--- src/rtl/dma_hswap_pkg.sv ---
package dma_hswap_pkg;

   localparam int BYTE_W = 8;

   typedef enum logic {
      SEQ_IDLE,
      SEQ_RUN
   } seq_state_e;

   typedef enum logic [1:0] {
      LANE_TAKE_LO,
      LANE_TAKE_HI,
      LANE_EMIT_HI,
      LANE_EMIT_LO
   } lane_state_e;

endpackage

--- src/rtl/dma_hswap_chunk.sv ---
// Combinational sizer: length of the request that starts at the current
// position, and whether that request closes the transfer.
module dma_hswap_chunk #(
   parameter int LW           = 16,
   parameter int CHUNK_BYTES  = 64,
   parameter bit SWAP_SUPPORT = 1'b1
) (
   input  logic [LW-1:0] remain,
   input  logic          swap_mode,
   output logic [LW-1:0] chunk_len,
   output logic          is_final
);

   localparam logic [LW-1:0] CHUNK_L = LW'(CHUNK_BYTES);

   generate
      if (SWAP_SUPPORT) begin : g_split
         always_comb begin
            if (swap_mode && (remain > CHUNK_L)) chunk_len = CHUNK_L;
            else                                 chunk_len = remain;
         end
      end else begin : g_whole
         logic unused_mode;
         assign unused_mode = swap_mode;
         assign chunk_len   = remain;
      end
   endgenerate

   assign is_final = (chunk_len == remain);

endmodule

--- src/rtl/dma_hswap_lane.sv ---
// Byte lane: pass-through in plain mode, halfword byte exchange in swap mode.
module dma_hswap_lane
   import dma_hswap_pkg::*;
#(
   parameter bit SWAP_SUPPORT = 1'b1
) (
   input  logic              clk,
   input  logic              rst_n,
   input  logic              enable,
   input  logic              swap_en,
   input  logic              more,
   input  logic              in_valid,
   input  logic [BYTE_W-1:0] in_data,
   output logic              in_ready,
   output logic              out_valid,
   output logic [BYTE_W-1:0] out_data,
   input  logic              out_ready
);

   generate
      if (SWAP_SUPPORT) begin : g_swap
         lane_state_e       st_q;
         logic [BYTE_W-1:0] lo_q;
         logic [BYTE_W-1:0] hi_q;
         logic              sw_in_ready;
         logic              sw_out_valid;
         logic              in_fire;
         logic              out_fire;

         always_comb begin
            sw_in_ready  = 1'b0;
            sw_out_valid = 1'b0;
            unique case (st_q)
               LANE_TAKE_LO, LANE_TAKE_HI: sw_in_ready = enable;
               LANE_EMIT_HI:               sw_out_valid = enable;
               LANE_EMIT_LO: begin
                  sw_out_valid = enable;
                  sw_in_ready  = enable & out_ready & more;
               end
               default: ;
            endcase
         end

         assign in_fire  = swap_en & in_valid & sw_in_ready;
         assign out_fire = swap_en & sw_out_valid & out_ready;

         always_ff @(posedge clk or negedge rst_n) begin
            if (!rst_n) begin
               st_q <= LANE_TAKE_LO;
               lo_q <= '0;
               hi_q <= '0;
            end else begin
               unique case (st_q)
                  LANE_TAKE_LO: if (in_fire) begin
                     lo_q <= in_data;
                     st_q <= LANE_TAKE_HI;
                  end
                  LANE_TAKE_HI: if (in_fire) begin
                     hi_q <= in_data;
                     st_q <= LANE_EMIT_HI;
                  end
                  LANE_EMIT_HI: if (out_fire) st_q <= LANE_EMIT_LO;
                  LANE_EMIT_LO: if (out_fire) begin
                     if (in_fire) begin
                        lo_q <= in_data;
                        st_q <= LANE_TAKE_HI;
                     end else begin
                        st_q <= LANE_TAKE_LO;
                     end
                  end
                  default: st_q <= LANE_TAKE_LO;
               endcase
            end
         end

         always_comb begin
            if (swap_en) begin
               in_ready  = sw_in_ready;
               out_valid = sw_out_valid;
               out_data  = (st_q == LANE_EMIT_HI) ? hi_q : lo_q;
            end else begin
               in_ready  = enable & out_ready;
               out_valid = enable & in_valid;
               out_data  = in_data;
            end
         end
      end else begin : g_plain
         logic unused_inputs;
         assign unused_inputs = ^{clk, rst_n, swap_en, more};
         assign in_ready  = enable & out_ready;
         assign out_valid = enable & in_valid;
         assign out_data  = in_data;
      end
   endgenerate

endmodule

--- src/rtl/dma_hswap_seq.sv ---
// Command acceptance, address merge, chunk stepping and completion pulse.
module dma_hswap_seq
   import dma_hswap_pkg::*;
#(
   parameter int AW           = 32,
   parameter int LW           = 16,
   parameter int CHUNK_BYTES  = 64,
   parameter bit SWAP_SUPPORT = 1'b1
) (
   input  logic          clk,
   input  logic          rst_n,
   input  logic [AW-1:0] base_addr,
   input  logic          cmd_valid,
   output logic          cmd_ready,
   input  logic [AW-1:0] cmd_addr,
   input  logic [LW-1:0] cmd_len,
   input  logic          cmd_swap,
   input  logic          beat_fire,
   output logic          run,
   output logic          swap_q,
   output logic [AW-1:0] cur_addr,
   output logic [LW-1:0] chunk_len,
   output logic          beat_last,
   output logic          xfer_more,
   output logic          done
);

   seq_state_e    st_q;
   logic [LW-1:0] remain_q;
   logic [LW-1:0] beat_cnt_q;
   logic          cmd_fire;
   logic          sel_swap;
   logic [AW-1:0] merged_addr;
   logic [AW-1:0] start_addr;
   logic [LW-1:0] start_len;
   logic          is_final;

   assign cmd_ready   = (st_q == SEQ_IDLE);
   assign run         = (st_q == SEQ_RUN);
   assign cmd_fire    = cmd_valid & cmd_ready;
   assign sel_swap    = SWAP_SUPPORT & cmd_swap;
   assign merged_addr = cmd_addr | base_addr;
   assign start_addr  = sel_swap ? {merged_addr[AW-1:1], 1'b0} : merged_addr;
   assign start_len   = sel_swap ? {cmd_len[LW-1:1], 1'b0} : cmd_len;

   dma_hswap_chunk #(
      .LW          (LW),
      .CHUNK_BYTES (CHUNK_BYTES),
      .SWAP_SUPPORT(SWAP_SUPPORT)
   ) u_chunk (
      .remain   (remain_q),
      .swap_mode(swap_q),
      .chunk_len(chunk_len),
      .is_final (is_final)
   );

   assign beat_last = (beat_cnt_q == chunk_len - LW'(1));
   assign xfer_more = ~(beat_last & is_final);

   always_ff @(posedge clk or negedge rst_n) begin
      if (!rst_n) begin
         st_q       <= SEQ_IDLE;
         remain_q   <= '0;
         beat_cnt_q <= '0;
         cur_addr   <= '0;
         swap_q     <= 1'b0;
         done       <= 1'b0;
      end else begin
         done <= 1'b0;
         unique case (st_q)
            SEQ_IDLE: if (cmd_fire) begin
               if (start_len == '0) begin
                  done <= 1'b1;
               end else begin
                  st_q       <= SEQ_RUN;
                  cur_addr   <= start_addr;
                  remain_q   <= start_len;
                  swap_q     <= sel_swap;
                  beat_cnt_q <= '0;
               end
            end
            SEQ_RUN: if (beat_fire) begin
               if (beat_last) begin
                  beat_cnt_q <= '0;
                  cur_addr   <= cur_addr + AW'(chunk_len);
                  remain_q   <= remain_q - chunk_len;
                  if (is_final) begin
                     st_q <= SEQ_IDLE;
                     done <= 1'b1;
                  end
               end else begin
                  beat_cnt_q <= beat_cnt_q + LW'(1);
               end
            end
            default: st_q <= SEQ_IDLE;
         endcase
      end
   end

endmodule

--- src/rtl/dma_hswap_bridge.sv ---
module dma_hswap_bridge
   import dma_hswap_pkg::*;
#(
   parameter int AW           = 32,
   parameter int LW           = 16,
   parameter int CHUNK_BYTES  = 64,
   parameter bit SWAP_SUPPORT = 1'b1
) (
   input  logic              clk,
   input  logic              rst_n,
   input  logic [AW-1:0]     base_addr,
   input  logic              cmd_valid,
   output logic              cmd_ready,
   input  logic [AW-1:0]     cmd_addr,
   input  logic [LW-1:0]     cmd_len,
   input  logic              cmd_swap,
   input  logic              in_valid,
   output logic              in_ready,
   input  logic [BYTE_W-1:0] in_data,
   output logic              mem_valid,
   input  logic              mem_ready,
   output logic [AW-1:0]     mem_addr,
   output logic [LW-1:0]     mem_len,
   output logic [BYTE_W-1:0] mem_data,
   output logic              mem_last,
   output logic              done
);

   generate
      if (CHUNK_BYTES < 2 || (CHUNK_BYTES % 2) != 0) begin : g_bad_chunk
         $error("CHUNK_BYTES must be an even value of at least 2");
      end
      if (LW <= $clog2(CHUNK_BYTES)) begin : g_bad_len
         $error("LW too narrow to express CHUNK_BYTES");
      end
      if (AW < 2) begin : g_bad_addr
         $error("AW must be at least 2");
      end
   endgenerate

   logic run;
   logic swap_q;
   logic xfer_more;
   logic beat_fire;

   assign beat_fire = mem_valid & mem_ready;

   dma_hswap_seq #(
      .AW          (AW),
      .LW          (LW),
      .CHUNK_BYTES (CHUNK_BYTES),
      .SWAP_SUPPORT(SWAP_SUPPORT)
   ) u_seq (
      .clk      (clk),
      .rst_n    (rst_n),
      .base_addr(base_addr),
      .cmd_valid(cmd_valid),
      .cmd_ready(cmd_ready),
      .cmd_addr (cmd_addr),
      .cmd_len  (cmd_len),
      .cmd_swap (cmd_swap),
      .beat_fire(beat_fire),
      .run      (run),
      .swap_q   (swap_q),
      .cur_addr (mem_addr),
      .chunk_len(mem_len),
      .beat_last(mem_last),
      .xfer_more(xfer_more),
      .done     (done)
   );

   dma_hswap_lane #(
      .SWAP_SUPPORT(SWAP_SUPPORT)
   ) u_lane (
      .clk      (clk),
      .rst_n    (rst_n),
      .enable   (run),
      .swap_en  (swap_q),
      .more     (xfer_more),
      .in_valid (in_valid),
      .in_data  (in_data),
      .in_ready (in_ready),
      .out_valid(mem_valid),
      .out_data (mem_data),
      .out_ready(mem_ready)
   );

endmodule

--- config.mk ---
export PLATFORM = sky130hd
export DESIGN_NAME = dma_hswap_bridge
export DESIGN_NICKNAME = d
export VERILOG_FILES = /design/src/rtl/dma_hswap_pkg.sv /design/src/rtl/dma_hswap_chunk.sv /design/src/rtl/dma_hswap_lane.sv /design/src/rtl/dma_hswap_seq.sv /design/src/rtl/dma_hswap_bridge.sv
export SDC_FILE = /design/constraint.sdc
export NUM_CORES = 1
export LEC_CHECK = 0
export BUFFER_PORTS_ARGS = -buffer_cell sky130_fd_sc_hd__buf_4
export CAP_MARGIN = 15
export CELL_PAD_IN_SITES_DETAIL_PLACEMENT = 2
export CELL_PAD_IN_SITES_GLOBAL_PLACEMENT = 2
export CORE_UTILIZATION = 35
export CTS_CLUSTER_DIAMETER = 30
export CTS_CLUSTER_SIZE = 12
export DETAILED_ROUTE_END_ITERATION = 8
export PLACE_DENSITY_LB_ADDON = 0.08
export SYNTH_ARGS = -nofsm -noshare
export SYNTH_HDL_FRONTEND = slang
export SYNTH_SLANG_ARGS = --single-unit
--- constraint.sdc ---
create_clock -name clk -period 11.3 [get_ports clk]
set_clock_uncertainty 0.1 [all_clocks]
set_input_delay 1.13 -clock clk [delete_from_list [all_inputs] [get_ports clk]]
set_output_delay 1.13 -clock clk [all_outputs]
set_load 0.05 [all_outputs]
==> results of run 1 <==
==> cells in the mapped netlist (14+ instances only) <==
master and instances:
nand2_1 60, nor2_1 65, inv_1 29, a21oi_1 66, nand3_1 41, a211oi_1 14, mux2_2 32, clkbuf_1 45
o211ai_1 14, mux2i_1 23, ha_1 23, xnor2_1 15, and3_1 18, nor4_1 14, o21ai_0 39, dfrtp_1 85
nor3_1 37
==> metal layers <==
metal | up-vias | global-route usage, % | wire (um) | share of wire (%)
met4 | 0 | 8.72 | 612 | 2.2
met5 | - | 0 | 0 | 0
met3 | 39 | 3.39 | 989 | 3.5
met2 | 185 | 50.1 | 14400 | 51
li1 | 3368 | - | - | -
met1 | 3745 | 34.6 | 12000 | 43
==> final timing paths <==
kind	startpoint	to	slack [ps]
max in group asynchronous	rst_n	u_seq.run$_DFF_PN0_	9270
hold / removal	u_lane.g_swap.lo_q[4]$_DFFE_PN0P_	u_lane.g_swap.lo_q[4]$_DFFE_PN0P_	410
setup / recovery	u_seq.remain_q[11]$_DFFE_PN0P_	in_ready	4650
hold reg to reg	u_lane.g_swap.lo_q[4]$_DFFE_PN0P_	u_lane.g_swap.lo_q[4]$_DFFE_PN0P_	410
min in group asynchronous	rst_n	u_seq.cur_addr[8]$_DFFE_PN0P_	570
setup reg to reg	u_seq.remain_q[11]$_DFFE_PN0P_	u_seq.cur_addr[18]$_DFFE_PN0P_	5220
==> cell families (layout without fill, tap and decap cells) <==
logic type	after synthesis	after routing	synth area share (%)
fa+ha+maj	24	24	4.42
other cells	1	1	0.0538
mux	55	55	8.47
flops	85	85	30.5
compound gates	254	254	25.9
simple gates	305	305	22.5
buf+inv	87	212	4.90
xor+xnor	26	26	3.27
==> power by group through the flow <==
stage | combinational, mW | sequential (mW) | clock (mW)
6_report | 0.470 | 0.405 | 0.312
4_1_cts | 0.470 | 0.405 | 0.318
2_1_floorplan | 0.321 | 0.395 | 0
3_3_place_gp | 0.442 | 0.402 | 0
5_1_grt | 0.507 | 0.411 | 0.329
3_5_place_dp | 0.466 | 0.410 | 0
==> stage by stage <==
| step | setup slack, ps | utilization (%) | instance area [um2] | hold slack [ps] |
|---|---|---|---|---|
| 3_3_place_gp | 5260 | 42.8 | 8320 | 386 |
| 4_1_cts | 4680 | 44.2 | 8610 | 413 |
| 6_report | 4650 | 44.3 | 8620 | 410 |
| 3_5_place_dp | 5070 | 42.8 | 8320 | 395 |
| 5_1_grt | 4360 | 44.3 | 8620 | 433 |
| 2_1_floorplan | 5580 | - | 6970 | 379 |
==> worst max-delay path: cells and delay by family, from the launching register on <==
kind | cells | cell delay [ps]
and+or+nand+nor | 5 | 1770
xor gates and xnor gates | 1 | 290
adders and majority gates | 1 | 370
AOI/OAI and AO/OA | 5 | 1910
buffers and inverters | 1 | 230
DFF | 1 | 480
==> sequential cells by signal, summed over array words and instances (netlist names) <==
register / cells
u_seq.cur_addr: 32
u_seq.beat_cnt_q: 16
u_seq.remain_q: 16
u_lane.g_swap.hi_q: 8
u_lane.g_swap.lo_q: 8
u_lane.g_swap.st_q: 2
u_seq.done: 1
u_seq.run: 1
u_seq.swap_q: 1
==> layout make-up <==
class,instances,area [um2]
fillers,2193,10800
multi-input cells,665,4510
flip-flops and latches,85,2130
repair buffers,166,1250
well taps,265,332
clock buffers,9,225
inverters,30,113
clock inverters,7,65.1
==> impl_metrics.json, run 1 <==
{
  "hold_viol_final": 0,
  "power.total_mw": 1.19,
  "fin_crit_ps": 6650,
  "worstPathCellList": "or4_4 > nor4_4 > a21o_1 > nand2_1 > ha_1 > xor2_1 > o2111ai_1 > a2111oi_0 > and4_1 > nand3_1 > a21boi_0 > o22ai_1 > buf_4",
  "synth_cells": 837,
  "final_cell_mix": "165 x buf_4, 84 x dfrtp_1, 65 x nor2_1, 65 x a21oi_1, 60 x nand2_1",
  "initial_utilization_pct": 35.8,
  "cts_resized": 0,
  "synth_edf_count": 0,
  "p_leak_nw": 3.72,
  "port_buffers": 154,
  "cts-root-buf": "clkbuf_16",
  "vias": 7337,
  "internal_power_mw": 0.692,
  "dr.pass1.iters": 4,
  "endpoint_kind": "output port",
  "placed_cells": 1210,
  "grt_antenna_before_repair": 0,
  "htreeDepth": 3,
  "grt_pass1_wl_um": 44300,
  "power.density_nw_per_um2": 138,
  "die_w_um": 143,
  "worstRegToRegCells": 12,
  "final_common_cell": "buf_4",
  "p_clk_share_pct": 26.3,
  "vias_per_cell": 5.98,
  "dieArea_um2": 20500,
  "wl_um": 28000,
  "pwr-share-comb_pct": 39.6,
  "wl_per_cell_um": 22.8,
  "clkLatencyLatePin_ps": 360,
  "path_max_fanout": 27,
  "core-area_um2": 19500,
  "p_sw_mw": 0.494,
  "cpPeakStageDelay_ps": 780,
  "worst_slew_pin_slew_ps": 1030,
  "ys_warn_count": 0,
  "clkTransAtPathRegs_ps": 80,
  "n_antenna_cell": 0,
  "rsz0062_at_grt": "false",
  "power_frac_seq_pct": 34.1,
  "worstHoldPathCells": 1,
  "place.gp.congestion": 0.857,
  "synthFlopType": "dfrtp_1",
  "postCtsSetupRepairBufs": 0,
  "switching_share_pct": 41.6,
  "yosysTopAreaCell": "dfrtp_1",
  "yosysSeqAreaShare_pct": 30.5,
  "fmax_ghz": 0.150,
  "dp_hpwl_um": 20800,
  "hold_class": "register to register",
  "max_cap_viol_count": 0,
  "syn_nets": 955,
  "cts_tree": "built",
  "synth-seq-cells": 85,
  "finalNetCount": 1075,
  "synthArstFlopShare_pct": 100,
  "clk_path_buf_depth": 2,
  "ys_types": 82,
  "grt_pass1_vias": 7931,
  "track_usage_pct": 27.9,
  "cts_num_sinks": 85,
  "drtAntennaViolNets": 0,
  "syn_area_um2": 6970,
  "fin_cells": 1227,
  "grt_max_degree": 72,
  "drt_iter0_drc": 236,
  "setup_viol": 0,
  "fin_setup_tns_ps": 0,
  "finalCritPeriodShare_pct": 58.8,
  "drcViolationCount": 0,
  "hold_buffers": 0,
  "synthTopCellsByArea": "dfrtp_1 31%, mux2_2 5.2%, a21oi_1 4.7%",
  "max_slew_margin_pct": 30.7,
  "crit_path_start_kind": "register",
  "die_y_um": 143,
  "crit_type": "register to output port",
  "drive_above_1_share_pct": 24.9,
  "ir_drop_mv": 0.0903,
  "outcome": "completed",
  "gr-total-overflow": 0,
  "avgSynthCellArea_um2": 8.33,
  "cp_slowest_cell": "a21o_1",
  "cts_buffers": 9,
  "yosysTopAreaCellShare_pct": 30.5,
  "crit_arrival_ps": 5420,
  "ios": 155,
  "maxSlewViolCount": 0,
  "fp-row-count": 51,
  "area_delta_synth_final_pct": 23.7,
  "cp.required_ps": 10070
}
No activity file was read; power rests on OpenSTA's default activity.
==> run 2: changes to the inputs <==
CORE_UTILIZATION = 32   (was 35)
clock period = 6.8 ns   (was 11.3 ns; I/O delays follow)
==> run 2 against run 1 <==
Compared with the run above: global-route usage decreased by 2.7 points; register-to-register slack lost 3800 ps; die area grew 9.2%; hold slack worse by 300 ps; sequential power is 66% higher; via count decreased by 0.50%; largest cell class unchanged; clock power is 69% higher; first-iteration DRC count up 60%; non-clock buffer count stayed put; critical path depth is 1 higher; routed wire length is 1.6% lower; core utilization decreased by 3.6 points.
==> impl_metrics.json, run 2 (same netlist as run 1, synthesis figures left out) <==
{
  "outcome": "completed",
  "post-place-ws_ps": 1570,
  "drtAntennaViolNets": 0,
  "largest_reg_flops": 32,
  "port_buffers": 154,
  "drcViolationCount": 0,
  "track_usage_pct": 25.2,
  "switching_share_pct": 41.3,
  "vias": 7300,
  "path_max_fanout": 26,
  "grt_pass1_vias": 7910,
  "maxSlewViolCount": 0,
  "worstRegToRegCells": 14,
  "cp.required_ps": 6020,
  "wl_per_cell_um": 22.3,
  "gr-total-overflow": 0,
  "r2r-end": "u_seq.cur_addr[18]$_DFFE_PN0P_",
  "crit_arrival_ps": 4930,
  "dr.pass1.iters": 4,
  "ir_drop_mv": 0.192,
  "clkLatencyLatePin_ps": 360,
  "ios": 155,
  "finalNetCount": 1075,
  "fin_setup_tns_ps": 0,
  "n_antenna_cell": 0,
  "pwr-share-comb_pct": 39.0,
  "crit_path_start_kind": "register",
  "p_leak_nw": 3.72,
  "critPathCapture": "in_ready",
  "p_sw_mw": 0.812,
  "finalCritPeriodShare_pct": 84.0,
  "reg2reg_slack_ps": 1450,
  "wl_um": 27500,
  "cts_buffers": 9,
  "initial_utilization_pct": 32.8,
  "endpoint_kind": "output port",
  "final_cell_mix": "166 x buf_4, 84 x dfrtp_1, 66 x a21oi_1",
  "fin_crit_ps": 5710,
  "fp-row-count": 53,
  "p_clk_share_pct": 26.8,
  "largest-register": "u_seq.cur_addr",
  "worst_slew_pin_slew_ps": 975,
  "dpl_cell_area_um2": 8340,
  "hold_buffers": 0,
  "die_w_um": 150,
  "setup_ws_ps": 1090,
  "power.density_nw_per_um2": 227,
  "r2r-start": "u_seq.remain_q[11]$_DFFE_PN0P_",
  "final_area_um2": 8640,
  "rsz0062_at_grt": "false",
  "hold_class": "input port to async pin",
  "grt_pass1_wl_um": 44000,
  "final_common_cell": "buf_4",
  "setup_viol": 0,
  "die_y_um": 150,
  "hold_viol_final": 0,
  "vias_per_cell": 5.90,
  "fmax_ghz": 0.175,
  "dp_hpwl_um": 20600,
  "cts_resized": 0,
  "clk_path_buf_depth": 2,
  "cts_num_sinks": 85,
  "internal_power_mw": 1.15,
  "cts-root-buf": "clkbuf_16",
  "reg_top3": "u_seq.cur_addr (32), u_seq.beat_cnt_q (16), u_seq.remain_q (16)",
  "core-area_um2": 21200,
  "dieArea_um2": 22400,
  "cts_tree": "built",
  "max_cap_viol_count": 0,
  "drt_iter0_drc": 378,
  "area_delta_synth_final_pct": 24.0,
  "drive_above_1_share_pct": 24.9,
  "nFillCells": 2428,
  "grt_antenna_before_repair": 0,
  "critPathLaunch": "u_seq.remain_q[11]$_DFFE_PN0P_",
  "clkTransAtPathRegs_ps": 80,
  "max_slew_margin_pct": 34.6,
  "grt_max_degree": 63,
  "place.gp.congestion": 0.865,
  "power_frac_seq_pct": 34.2,
  "htreeDepth": 3,
  "postCtsSetupRepairBufs": 0,
  "crit_type": "register to output port"
}
[run 2: layout make-up]
type | count | area [um2] | area share (%)
Timing Repair Buffer | 166 | 1250 | 14.4
Clock inverter | 7 | 73.8 | 0.854
Clock buffer | 9 | 225 | 2.61
Sequential cell | 85 | 2130 | 24.6
Multi-Input combinational cell | 665 | 4510 | 52.2
Inverter | 30 | 113 | 1.30
Tap cell | 275 | 344 | 3.98
[run 2: critical path, cell delays in order, from the launching register on]
cell	delay, ps
dfrtp_1	490
or4_4	640
nor4_4	310
a21o_1	210
buf_4	300
nand2_1	120
ha_1	330
xor2_1	270
o2111ai_1	150
a2111oi_0	670
and4_1	390
nand3_1	100
a21boi_0	230
o22ai_1	120
buf_4	230
[run 2: metrics by stage]
| stage | hold slack, ps | cells | utilization [%] | power (mW) |
|---|---|---|---|---|
| 6_report | 114 | 1237 | 40.7 | 1.96 |
| 5_1_grt | 131 | 1237 | 40.7 | 2.07 |
| 4_1_cts | 115 | 1236 | 40.7 | 1.98 |
| 3_5_place_dp | 396 | 1220 | 39.3 | 1.45 |
| 3_3_place_gp | 387 | 1220 | 39.3 | 1.41 |
| 2_1_floorplan | 284 | 837 | - | 1.19 |
[run 2: power by group through the flow]
stage	combinational (mW)	clock (mW)	sequential (mW)
after floorplan	0.533	0	0.657
after global placement	0.737	0	0.670
after detailed placement	0.769	0	0.681
after CTS	0.773	0.540	0.672
after global routing	0.832	0.558	0.685
final	0.766	0.527	0.671
[run 2: how the worst min path moves through the flow]
| stage | start | endpoint | slack [ps] | cells past startpoint |
|---|---|---|---|---|
| after floorplan | rst_n | u_lane.g_swap.hi_q[0]$_DFFE_PN0P_ | 280 | 0 |
| after global placement | u_lane.g_swap.hi_q[2]$_DFFE_PN0P_ | u_lane.g_swap.hi_q[2]$_DFFE_PN0P_ | 390 | 1 |
| after detailed placement | u_lane.g_swap.hi_q[5]$_DFFE_PN0P_ | u_lane.g_swap.hi_q[5]$_DFFE_PN0P_ | 400 | 1 |
| after CTS | rst_n | u_seq.cur_addr[8]$_DFFE_PN0P_ | 120 | 1 |
| after global routing | rst_n | u_seq.cur_addr[8]$_DFFE_PN0P_ | 130 | 1 |
| final | rst_n | u_seq.cur_addr[8]$_DFFE_PN0P_ | 110 | 1 |
[run 2: routing by layer]
metal / GRT usage [%] / share of wire, % / vias up
li1: - / - / 3374
met3: 2.84 / 3.2 / 42
met1: 32.9 / 46 / 3717
met5: 0 / 0 / -
met4: 9.23 / 2.5 / 0
met2: 42.7 / 48 / 167
==> run 3: changes to the inputs <==
CORE_UTILIZATION = 29   (was 32)
clock period = 5.2 ns   (was 6.8 ns; I/O delays follow)
==> run 3 against run 2 <==
Compared with the run above: register-to-register slack got worse by 1100 ps; critical path depth is 1 lower; non-clock buffer count is 9 higher; largest cell class unchanged; via count shrank 1.2%; critical endpoint unchanged; count of clock-buffer cells in the layout did not move; final cell count increased by 4.3%; global-route usage decreased by 1.6 points; critical path type unchanged.
==> impl_metrics.json, run 3 (same netlist as run 1, synthesis figures left out) <==
{
  "max_cap_viol_count": 0,
  "clk_path_buf_depth": 2,
  "die_w_um": 157,
  "crit_path_start_kind": "register",
  "hold_ws_ps": 107,
  "fmax_ghz": 0.200,
  "track_usage_pct": 23.6,
  "dr.pass1.iters": 4,
  "grt_pass1_wl_um": 44700,
  "core-area_um2": 23500,
  "wl_um": 28300,
  "grt_pass1_vias": 7858,
  "grt_max_degree": 50,
  "cts_tree": "built",
  "final_common_cell": "buf_4",
  "hold_class": "input port to async pin",
  "setup_viol": 0,
  "worstRegToRegCells": 16,
  "largest-register": "u_seq.cur_addr",
  "clkTransAtPathRegs_ps": 70,
  "cts-root-buf": "clkbuf_16",
  "drtAntennaViolNets": 0,
  "vias_per_cell": 5.59,
  "fin_crit_ps": 4990,
  "dieArea_um2": 24700,
  "drt_iter0_drc": 280,
  "gr-total-overflow": 0,
  "die_y_um": 157,
  "place.gp.congestion": 0.875,
  "final_cell_mix": "174 x buf_4, 84 x dfrtp_1, 66 x a21oi_1",
  "power.density_nw_per_um2": 292,
  "final_area_um2": 8820,
  "r2r-start": "u_seq.remain_q[12]$_DFFE_PN0P_",
  "fin_cells": 1290,
  "critPathCapture": "in_ready",
  "maxSlewViolCount": 0,
  "ir_drop_mv": 0.171,
  "ios": 155,
  "vias": 7214,
  "reg2reg_slack_ps": 380,
  "placed_cells": 1273,
  "dpl_cell_area_um2": 8460,
  "hold_viol_final": 0,
  "p_leak_nw": 3.77,
  "crit_type": "register to output port",
  "drive_above_1_share_pct": 26.2,
  "max_slew_margin_pct": 29.4,
  "reg_top3": "u_seq.cur_addr (32), u_seq.beat_cnt_q (16), u_seq.remain_q (16)",
  "endpoint_kind": "output port",
  "area_delta_synth_final_pct": 26.6,
  "grt_antenna_before_repair": 0,
  "initial_utilization_pct": 29.6,
  "path_max_fanout": 10,
  "cp.required_ps": 4580,
  "power.total_mw": 2.58,
  "htreeDepth": 3,
  "cts_num_sinks": 85,
  "outcome": "completed",
  "cts_buffers": 9,
  "r2r-end": "u_seq.cur_addr[22]$_DFFE_PN0P_",
  "clkLatencyLatePin_ps": 370,
  "drcViolationCount": 0,
  "crit_arrival_ps": 4370,
  "fin_setup_tns_ps": 0,
  "dp_hpwl_um": 21500,
  "fp-row-count": 56,
  "port_buffers": 154,
  "wl_per_cell_um": 21.9,
  "finalCritPeriodShare_pct": 96.0,
  "critPathLaunch": "u_seq.remain_q[12]$_DFFE_PN0P_",
  "finalNetCount": 1084,
  "largest_reg_flops": 32,
  "rsz0062_at_grt": "false",
  "n_antenna_cell": 0,
  "worst_slew_pin_slew_ps": 1050
}
[run 3: layout make-up]
cell class	count	area, um2
clock buffers	9	225
multi-input cells	665	4560
flip-flops and latches	85	2130
clock inverters	7	77.6
well taps	319	399
fillers	2728	14700
inverters	30	113
repair buffers	175	1320
[run 3: stage by stage]
stage	utilization, %	worst slack (ps)
finish	37.5	209
floorplan	-	85.6
global placement	35.9	256
detailed placement	35.9	65.2
global route	37.5	21.5
CTS	37.3	16.9
[run 3: worst min-delay path by stage]
stage,start,to,slack (ps),cells past startpoint
final,rst_n,u_seq.cur_addr[8]$_DFFE_PN0P_,110,1
after global routing,rst_n,u_seq.cur_addr[8]$_DFFE_PN0P_,160,1
after CTS,rst_n,u_seq.cur_addr[8]$_DFFE_PN0P_,130,1
after floorplan,rst_n,u_lane.g_swap.hi_q[0]$_DFFE_PN0P_,120,0
after global placement,u_lane.g_swap.lo_q[1]$_DFFE_PN0P_,u_lane.g_swap.lo_q[1]$_DFFE_PN0P_,390,1
after detailed placement,u_lane.g_swap.lo_q[5]$_DFFE_PN0P_,u_lane.g_swap.lo_q[5]$_DFFE_PN0P_,400,1
[run 3: worst max-delay path, stage by stage, from the launching register on]
cell and delay (ps):
dfrtp_1 500, or4_4 630, nor4_4 200, a21o_4 210, nand2_1 140, ha_1 360, xor2_1 290, o2111ai_1 220
a2111oi_4 430, and4_2 340, nand3_1 100, a21boi_0 230, o22ai_1 120, buf_4 230
[run 3: routing by layer]
metal  GRT usage (%)  vias up  part of all wire [%]
met3            3.52       19                   3.1
met2            42.1      102                    50
li1                -     3394                     -
met4            5.13        0                   1.0
met1            29.9     3699                    46
met5               0        -                     0
[run 3: what timing repair did]
item	in CTS	in global routing
hold buffers	0	0
gates resized for setup	4	5
setup buffers	0	0
setup endpoints to repair	1	7
[run 3: where the power goes]
group / internal, mW / switching, mW
clock: 0.341 / 0.340
combinational: 0.414 / 0.615
sequential: 0.761 / 0.109
total: 1.52 / 1.06
